$ cat src/rtl/regseq_pkg.sv
package regseq_pkg;

    localparam int WORD_W     = 32;
    localparam int REC_WORDS  = 16;
    localparam int REC_W      = WORD_W * REC_WORDS;
    localparam int IDX_W      = $clog2(REC_WORDS);

    // header field positions
    localparam int TYPE_LSB   = 0;
    localparam int TYPE_W     = 8;
    localparam int COUNT_LSB  = 24;
    localparam int COUNT_W    = 6;

    // command type codes
    localparam logic [TYPE_W-1:0] CMD_NULL  = 8'd0;
    localparam logic [TYPE_W-1:0] CMD_MERGE = 8'd1;
    localparam logic [TYPE_W-1:0] CMD_CHAIN = 8'd2;
    localparam logic [TYPE_W-1:0] CMD_REPT  = 8'd3;
    localparam logic [TYPE_W-1:0] CMD_POLL  = 8'd4;

    // payload geometry
    localparam int MERGE_ELEM_BYTES = 12;
    localparam int MERGE_MAX        = 5;
    localparam int ADDR_WORD_BYTES  = 4;
    localparam int CHAIN_ELEM_BYTES = 8;
    localparam int CHAIN_MAX        = 7;
    localparam int REPT_ELEM_BYTES  = 4;
    localparam int REPT_MAX         = 14;
    localparam int POLL_BYTES       = 16;

    localparam logic [WORD_W-1:0] FULL_MASK = '1;

    typedef enum logic [2:0] {
        OP_NULL,
        OP_MERGE,
        OP_CHAIN,
        OP_REPT,
        OP_POLL
    } op_e;

    typedef enum logic [3:0] {
        ST_IDLE,
        ST_DECODE,
        ST_RMW_NEXT,
        ST_BURST_NEXT,
        ST_READ,
        ST_APPLY,
        ST_WRITE,
        ST_POLL,
        ST_FINISH
    } state_e;

    function automatic logic [WORD_W-1:0] mask_merge(
        input logic [WORD_W-1:0] base,
        input logic [WORD_W-1:0] mask,
        input logic [WORD_W-1:0] value
    );
        return (base & ~mask) | (value & mask);
    endfunction

endpackage

$ cat src/rtl/regseq_decode.sv
module regseq_decode
    import regseq_pkg::*;
(
    input  logic [TYPE_W-1:0]  cmd_type,
    input  logic [COUNT_W-1:0] pay_bytes,
    output op_e                op,
    output logic [IDX_W-1:0]   n_elem,
    output logic               legal
);

    always_comb begin
        int unsigned pb;
        int unsigned q;
        pb     = 32'(pay_bytes);
        q      = 0;
        op     = OP_NULL;
        legal  = 1'b0;
        unique case (cmd_type)
            CMD_NULL: begin
                op    = OP_NULL;
                legal = 1'b1;
            end
            CMD_MERGE: begin
                op    = OP_MERGE;
                q     = pb / MERGE_ELEM_BYTES;
                legal = (pb % MERGE_ELEM_BYTES == 0) && (q <= MERGE_MAX);
            end
            CMD_CHAIN: begin
                op = OP_CHAIN;
                if (pb >= ADDR_WORD_BYTES) begin
                    q     = (pb - ADDR_WORD_BYTES) / CHAIN_ELEM_BYTES;
                    legal = ((pb - ADDR_WORD_BYTES) % CHAIN_ELEM_BYTES == 0)
                            && (q <= CHAIN_MAX);
                end
            end
            CMD_REPT: begin
                op = OP_REPT;
                if (pb >= ADDR_WORD_BYTES) begin
                    q     = (pb - ADDR_WORD_BYTES) / REPT_ELEM_BYTES;
                    legal = ((pb - ADDR_WORD_BYTES) % REPT_ELEM_BYTES == 0)
                            && (q <= REPT_MAX);
                end
            end
            CMD_POLL: begin
                op    = OP_POLL;
                legal = (pb == POLL_BYTES);
            end
            default: begin
                op    = OP_NULL;
                legal = 1'b0;
            end
        endcase
        n_elem = IDX_W'(q);
    end

endmodule

$ cat src/rtl/regseq_timer.sv
module regseq_timer #(
    parameter int CNT_W = 32
) (
    input  logic             clk,
    input  logic             rst_n,
    input  logic             clr,
    input  logic             tick,
    input  logic [CNT_W-1:0] limit,
    output logic             expired
);

    logic [CNT_W-1:0] elapsed;

    always_ff @(posedge clk or negedge rst_n) begin
        if (!rst_n) begin
            elapsed <= '0;
        end else if (clr) begin
            elapsed <= '0;
        end else if (tick && (elapsed != '1)) begin
            elapsed <= elapsed + 1'b1;
        end
    end

    assign expired = (elapsed >= limit);

endmodule

$ cat src/rtl/regseq_engine.sv
module regseq_engine
    import regseq_pkg::*;
#(
    parameter int TMO_W = 32
) (
    input  logic              clk,
    input  logic              rst_n,
    input  logic              cmd_valid,
    output logic              cmd_ready,
    input  logic [REC_W-1:0]  cmd_record,
    input  logic              us_tick,
    output logic              rd_req,
    output logic [WORD_W-1:0] rd_addr,
    input  logic              rd_ack,
    input  logic [WORD_W-1:0] rd_data,
    output logic              wr_req,
    output logic [WORD_W-1:0] wr_addr,
    output logic [WORD_W-1:0] wr_data,
    input  logic              wr_ack,
    output logic              done,
    output logic              err,
    output logic              timeout
);

    state_e            state_q, state_d;
    logic [REC_W-1:0]  rec_q;
    op_e               op_q;
    logic [IDX_W-1:0]  count_q;
    logic [IDX_W-1:0]  idx_q;
    logic [WORD_W-1:0] acc_q;
    logic              err_q;
    logic              tmo_q;

    op_e               dec_op;
    logic [IDX_W-1:0]  dec_count;
    logic              dec_legal;
    logic              tmr_expired;

    function automatic logic [WORD_W-1:0] word_at(
        input logic [REC_W-1:0] r,
        input logic [IDX_W-1:0] k
    );
        return r[{k, 5'b0} +: WORD_W];
    endfunction

    // ------------------------------------------------------------------
    // header check
    // ------------------------------------------------------------------
    regseq_decode u_decode (
        .cmd_type  (rec_q[TYPE_LSB +: TYPE_W]),
        .pay_bytes (rec_q[COUNT_LSB +: COUNT_W]),
        .op        (dec_op),
        .n_elem    (dec_count),
        .legal     (dec_legal)
    );

    // ------------------------------------------------------------------
    // poll timeout
    // ------------------------------------------------------------------
    logic [WORD_W-1:0] poll_limit_w;
    assign poll_limit_w = word_at(rec_q, IDX_W'(4));

    regseq_timer #(.CNT_W(TMO_W)) u_timer (
        .clk     (clk),
        .rst_n   (rst_n),
        .clr     (state_q == ST_DECODE),
        .tick    (us_tick),
        .limit   (TMO_W'(poll_limit_w)),
        .expired (tmr_expired)
    );

    // ------------------------------------------------------------------
    // element field selection
    // ------------------------------------------------------------------
    logic [IDX_W-1:0]  addr_k, mask_k, val_k;
    logic [WORD_W-1:0] cur_addr, cur_mask, cur_val;
    logic [WORD_W-1:0] first_chain_mask;
    logic [WORD_W-1:0] poll_mask, poll_expect;
    logic              poll_match;

    always_comb begin
        if (op_q == OP_MERGE) begin
            addr_k = idx_q + idx_q + idx_q + IDX_W'(1);
            mask_k = idx_q + idx_q + idx_q + IDX_W'(2);
            val_k  = idx_q + idx_q + idx_q + IDX_W'(3);
        end else begin
            addr_k = IDX_W'(1);
            mask_k = idx_q + idx_q + IDX_W'(2);
            val_k  = idx_q + idx_q + IDX_W'(3);
        end
    end

    assign cur_addr         = word_at(rec_q, addr_k);
    assign cur_mask         = word_at(rec_q, mask_k);
    assign cur_val          = word_at(rec_q, val_k);
    assign first_chain_mask = word_at(rec_q, IDX_W'(2));
    assign poll_mask        = word_at(rec_q, IDX_W'(2));
    assign poll_expect      = word_at(rec_q, IDX_W'(3));
    assign poll_match       = ((rd_data & poll_mask) == poll_expect);

    // ------------------------------------------------------------------
    // next state
    // ------------------------------------------------------------------
    always_comb begin
        state_d = state_q;
        unique case (state_q)
            ST_IDLE: begin
                if (cmd_valid) state_d = ST_DECODE;
            end
            ST_DECODE: begin
                if (!dec_legal) begin
                    state_d = ST_FINISH;
                end else begin
                    unique case (dec_op)
                        OP_NULL:  state_d = ST_FINISH;
                        OP_MERGE: state_d = ST_RMW_NEXT;
                        OP_CHAIN: begin
                            if (dec_count == '0)
                                state_d = ST_FINISH;
                            else if (first_chain_mask == FULL_MASK)
                                state_d = ST_APPLY;
                            else
                                state_d = ST_READ;
                        end
                        OP_REPT:  state_d = ST_BURST_NEXT;
                        OP_POLL:  state_d = ST_POLL;
                        default:  state_d = ST_FINISH;
                    endcase
                end
            end
            ST_RMW_NEXT: begin
                if (idx_q == count_q)
                    state_d = ST_FINISH;
                else if (cur_mask == FULL_MASK)
                    state_d = ST_APPLY;
                else
                    state_d = ST_READ;
            end
            ST_BURST_NEXT: begin
                state_d = (idx_q == count_q) ? ST_FINISH : ST_WRITE;
            end
            ST_READ: begin
                if (rd_ack) state_d = ST_APPLY;
            end
            ST_APPLY: begin
                state_d = ST_WRITE;
            end
            ST_WRITE: begin
                if (wr_ack) begin
                    unique case (op_q)
                        OP_MERGE: state_d = ST_RMW_NEXT;
                        OP_CHAIN: state_d = (idx_q + IDX_W'(1) == count_q)
                                            ? ST_FINISH : ST_APPLY;
                        OP_REPT:  state_d = ST_BURST_NEXT;
                        default:  state_d = ST_FINISH;
                    endcase
                end
            end
            ST_POLL: begin
                if (rd_ack && (poll_match || tmr_expired)) state_d = ST_FINISH;
            end
            ST_FINISH: begin
                state_d = ST_IDLE;
            end
            default: state_d = ST_IDLE;
        endcase
    end

    always_ff @(posedge clk or negedge rst_n) begin
        if (!rst_n) state_q <= ST_IDLE;
        else        state_q <= state_d;
    end

    // ------------------------------------------------------------------
    // datapath registers
    // ------------------------------------------------------------------
    always_ff @(posedge clk or negedge rst_n) begin
        if (!rst_n) begin
            rec_q   <= '0;
            op_q    <= OP_NULL;
            count_q <= '0;
            idx_q   <= '0;
            acc_q   <= '0;
            err_q   <= 1'b0;
            tmo_q   <= 1'b0;
        end else begin
            unique case (state_q)
                ST_IDLE: begin
                    if (cmd_valid) begin
                        rec_q <= cmd_record;
                        idx_q <= '0;
                        err_q <= 1'b0;
                        tmo_q <= 1'b0;
                    end
                end
                ST_DECODE: begin
                    op_q    <= dec_op;
                    count_q <= dec_count;
                    if (!dec_legal) err_q <= 1'b1;
                end
                ST_READ: begin
                    if (rd_ack) acc_q <= rd_data;
                end
                ST_APPLY: begin
                    acc_q <= mask_merge(acc_q, cur_mask, cur_val);
                end
                ST_WRITE: begin
                    if (wr_ack) idx_q <= idx_q + IDX_W'(1);
                end
                ST_BURST_NEXT: begin
                    if (idx_q != count_q)
                        acc_q <= word_at(rec_q, idx_q + IDX_W'(2));
                end
                ST_POLL: begin
                    if (rd_ack && !poll_match && tmr_expired) tmo_q <= 1'b1;
                end
                default: ;
            endcase
        end
    end

    // ------------------------------------------------------------------
    // outputs
    // ------------------------------------------------------------------
    always_comb begin
        cmd_ready = (state_q == ST_IDLE);
        rd_req    = (state_q == ST_READ) || (state_q == ST_POLL);
        rd_addr   = (state_q == ST_POLL) ? word_at(rec_q, IDX_W'(1)) : cur_addr;
        wr_req    = (state_q == ST_WRITE);
        wr_addr   = cur_addr;
        wr_data   = acc_q;
        done      = (state_q == ST_FINISH);
        err       = err_q;
        timeout   = tmo_q;
    end

endmodule

$ cat config.mk
export PLATFORM = sky130hd
export DESIGN_NAME = regseq_engine
export DESIGN_NICKNAME = d
export VERILOG_FILES = /design/src/rtl/regseq_pkg.sv /design/src/rtl/regseq_decode.sv /design/src/rtl/regseq_timer.sv /design/src/rtl/regseq_engine.sv
export SDC_FILE = /design/constraint.sdc
export NUM_CORES = 2
export LEC_CHECK = 0
export CAP_MARGIN = 15
export CORE_MARGIN = 3
export CORE_UTILIZATION = 40
export DETAILED_ROUTE_END_ITERATION = 6
export GPL_TIMING_DRIVEN = 0
export PLACE_DENSITY = 0.63
export RECOVER_POWER = 100
export SYNTH_ARGS = -nofsm -noshare
export SYNTH_HDL_FRONTEND = slang
export SYNTH_SLANG_ARGS = --single-unit
$ cat constraint.sdc
create_clock -name clk -period 6.8 [get_ports clk]
set_clock_uncertainty 0.15 [all_clocks]
set_input_delay 2.04 -clock clk [delete_from_list [all_inputs] [get_ports clk]]
set_output_delay 2.04 -clock clk [all_outputs]
set_load 0.02 [all_outputs]
==> impl_metrics.ini <==
[status]
status = finished with violations
violations = DRC, capacitance limit, slew limit, setup timing

[sta]
rsz0062_at_grt = yes
fin_crit_ps = 7080
hold_viol = 0
fin_setup_tns_ps = -1840
setup_viol = 22
fin_crit_sh_pct = 104
worstMarginPinSlew_ps = 2980
max_freq_mhz = 141
slew_headroom_pct = -98.7
worst_slack_ps = -284
whs_ps = 353
slew_violations = 403

[floorplanning]
initial_utilization_pct = 40.5
die_x_um = 336
core_sq_um = 108000
pin_count = 652
rows = 120
dieArea_sq_um = 113000
dieHeight_um = 336

[logic_synthesis]
seq_area_frac_synth_pct = 34.1
ys_warn_count = 0
synth_flop_cell = dfrtp_1
yosys_register_bits = 593
ys_types = 80
synth_edf_count = 0
syn_avg_cell_area_sq_um = 9.71
async_reset_ff_share_pct = 100
netlist_instances = 4490
synth_area_sq_um = 43600
synth_nets = 5085

[critical_path]
crit_cells = 20
reg2reg_setup_slack_ps = -280
crit_chain = buf_12 > inv_8 > ha_4 > nor4b_4 > a21o_4 > clkbuf_8 > clkbuf_2 > buf_8 > clkbuf_4 > ha_4 > nand2_1 > a211o_1 > nand2_1 > buf_4 > clkbuf_4 > nand3_1 > nand4_1 > nand4_1 > or4b_4 > o22ai_2
critPathBufInv = 8
path_max_fanout = 15
reg2reg_to = state_q[0]$_DFFE_PN0P_
crit_path_top_delay_cell = or4b_4
rr_startpoint = idx_q[1]$_DFFE_PN0P_
cp_slowest_stage_delay_ps = 700
worstSetupPathType = reg -> reg
end_kind = flip-flop
crit_path_end = state_q[0]$_DFFE_PN0P_
cp.arrival_ps = 7540
crit_start = idx_q[1]$_DFFE_PN0P_
reg2reg_depth = 20
crit_family = buffers and inverters
start_kind = flip-flop
required_ps = 7260

[power_and_ir_drop]
seq_power_share_pct = 37.8
ir_drop_mv = 0.369
power_mw = 24.7
netSwitchingFraction_pct = 48.9
p_clk_share_pct = 16.4
total_leakage_power_nw = 22.3
p_int_mw = 12.6
switchingPower_mw = 12.1
pwr-share-comb_pct = 45.8
p_per_area_nw_per_um2 = 436

[drt]
num_vias = 49393
first_pass_iters = 7
first_iter_violations = 8664
drc = 115
finalWirelength_um = 317000
wl_per_cell_um = 47.0
viasPerCell = 7.33
ant_nets = 0

[placement]
hpwl_um = 252000
portBuffers = 651
routabilityCongestion = 1.15

[hold_path]
min_from = wr_data[9]$_DFFE_PN0P_
min_path_type = reg -> reg

[cts]
cts_tree = done
worst_skew_pair.late_latency_ps = 710
path_clk_slew_ps = 60
clkSinkCount = 593
htreeDepth = 3
ctsLongestPathBuffers = 3
numCtsBuffers = 69
cts-hold-fix-buffers = 0
root_buffer = clkbuf_16

[layout]
nFillCells = 9736
layout.nets = 5855
drive_above_1_share_pct = 24.0
area_growth_pct = 30.0
final_core_util_pct = 52.6

[grt]
overflow = 0
grt_util_all_layers_pct = 54.5
grt_pass1_wl_um = 411000
grt_pass1_vias = 45799
antenna_found_initial = 32
grt_max_degree = 122

[run]
cap_violations = 5
layer usage:
layer | GRT usage, % | vias up | routed length (um)
li1 | - | 18295 | -
met1 | 65.6 | 24661 | 114000
met2 | 75.4 | 4831 | 124000
met3 | 24.1 | 1582 | 44400
met4 | 42.5 | 24 | 33900
met5 | 4.60 | - | 678
what timing repair did:
action                                  4_1_cts  5_1_grt
buffers inserted                             11        7
gates cloned                                  0        0
hold endpoints to repair                      0        0
pin swaps                                    12        8
resized for setup                           403      123
endpoints found under the setup margin       97       65
placed cells by master, fill, tap and decap left out, types with 22 or more instances in the layout:
cell and instances:
a21oi_2 26, a21oi_4 29, buf_8 28, a311oi_2 35, o31ai_1 27, nand2_1 930, clkbuf_1 213, o21ai_0 89
mux2i_1 122, dlygate4sd3_1 40, mux4_2 220, a22oi_1 35, and3_1 74, inv_1 45, a311oi_1 131, nor2_1 128
buf_6 22, a211oi_1 181, xor2_1 52, buf_4 45, dfrtp_1 591, nand3_1 180, diode_2 22, a31oi_1 77
clkdlybuf4s50_1 589, nand4_1 49, xnor2_1 28, buf_2 41, clkbuf_2 24, ha_1 41, and2_1 87, clkbuf_8 33
clkbuf_4 49, clkbuf_16 71, mux2_2 558, a21oi_1 71
worst min-delay path by stage:
stage,endpoint,cells after the start
3_3_place_gp,wr_data[19]$_DFFE_PN0P_,1
5_1_grt,wr_data[9]$_DFFE_PN0P_,1
4_1_cts,wr_data[9]$_DFFE_PN0P_,1
2_1_floorplan,count_q[0]$_DFFE_PN0P_,2
3_5_place_dp,wr_data[20]$_DFFE_PN0P_,2
6_report,wr_data[9]$_DFFE_PN0P_,1
sequential cells by signal, indices dropped and copies added (netlist names):
register and count:
timeout 1, count_q 4, op_q 3, wr_data 32, err 1, state_q 4, idx_q 4, u_timer.elapsed 32
rec_q 512
synthesized netlist by cell type, types with 13 or more instances:
cell / count / share of area (%)
nand2_1: 929 / 8.0
mux2_2: 560 / 14
buf_4: 15 / 0.26
a21oi_1: 125 / 1.4
and2_1: 88 / 1.3
a22o_1: 19 / 0.38
mux4_2: 220 / 11
clkbuf_1: 294 / 2.5
o211ai_1: 16 / 0.28
mux2i_1: 125 / 2.9
and3_1: 74 / 1.1
ha_1: 44 / 1.3
o31a_1: 13 / 0.26
nor3_1: 16 / 0.18
a311oi_1: 171 / 3.4
xor2_1: 53 / 1.1
buf_1: 48 / 0.41
nor2b_1: 19 / 0.27
nand3_1: 180 / 2.1
buf_2: 49 / 0.56
dfrtp_1: 593 / 34
a31oi_1: 78 / 1.1
nor2_1: 131 / 1.1
a211oi_1: 196 / 3.4
a22oi_1: 35 / 0.60
inv_1: 45 / 0.39
nand4_1: 49 / 0.70
o31ai_1: 28 / 0.48
o21ai_0: 89 / 1.0
xnor2_1: 30 / 0.60
logic make-up after synthesis:
kind of cell / Yosys count / share of synthesized area [%]
AND/OR/NAND/NOR: 1566 / 16.0
XOR/XNOR: 83 / 1.67
buffers and inverters: 462 / 4.43
flip-flops: 593 / 34.1
adder cells (fa/ha/maj): 45 / 1.31
AO/OA/AOI/OAI: 834 / 13.7
multiplexers: 907 / 28.8
stage by stage:
step	area [sq um]	cells	setup WS [ps]
finish	56600	6735	-284
global route	56600	6718	-69.6
CTS	56200	6703	-92.5
detailed placement	52400	6576	-4690
global placement	51800	6544	-23140
floorplan	43600	4490	1260
power by group through the flow:
stage	Sequential (mW)	Clock, mW	Combinational (mW)
2_1_floorplan	6.85	0	6.21
3_5_place_dp	8.93	0	10.4
3_3_place_gp	8.90	0	10.3
4_1_cts	8.88	4.05	10.8
6_report	9.34	4.05	11.3
5_1_grt	9.11	4.18	11.5
layout make-up:
| class | count | area, sq um | area share (%) |
|---|---|---|---|
| plain buffers | 406 | 2430 | 4.29 |
| clock buffers | 96 | 2040 | 3.60 |
| inverters | 48 | 190 | 0.336 |
| well taps | 1403 | 1760 | 3.10 |
| diodes | 22 | 55.1 | 0.0972 |
| multi-input cells | 3435 | 27800 | 49.0 |
| repair buffers | 707 | 7190 | 12.7 |
| flip-flops and latches | 593 | 14800 | 26.2 |
| clock inverters | 25 | 368 | 0.649 |
Power figures use the tool's default switching activity.
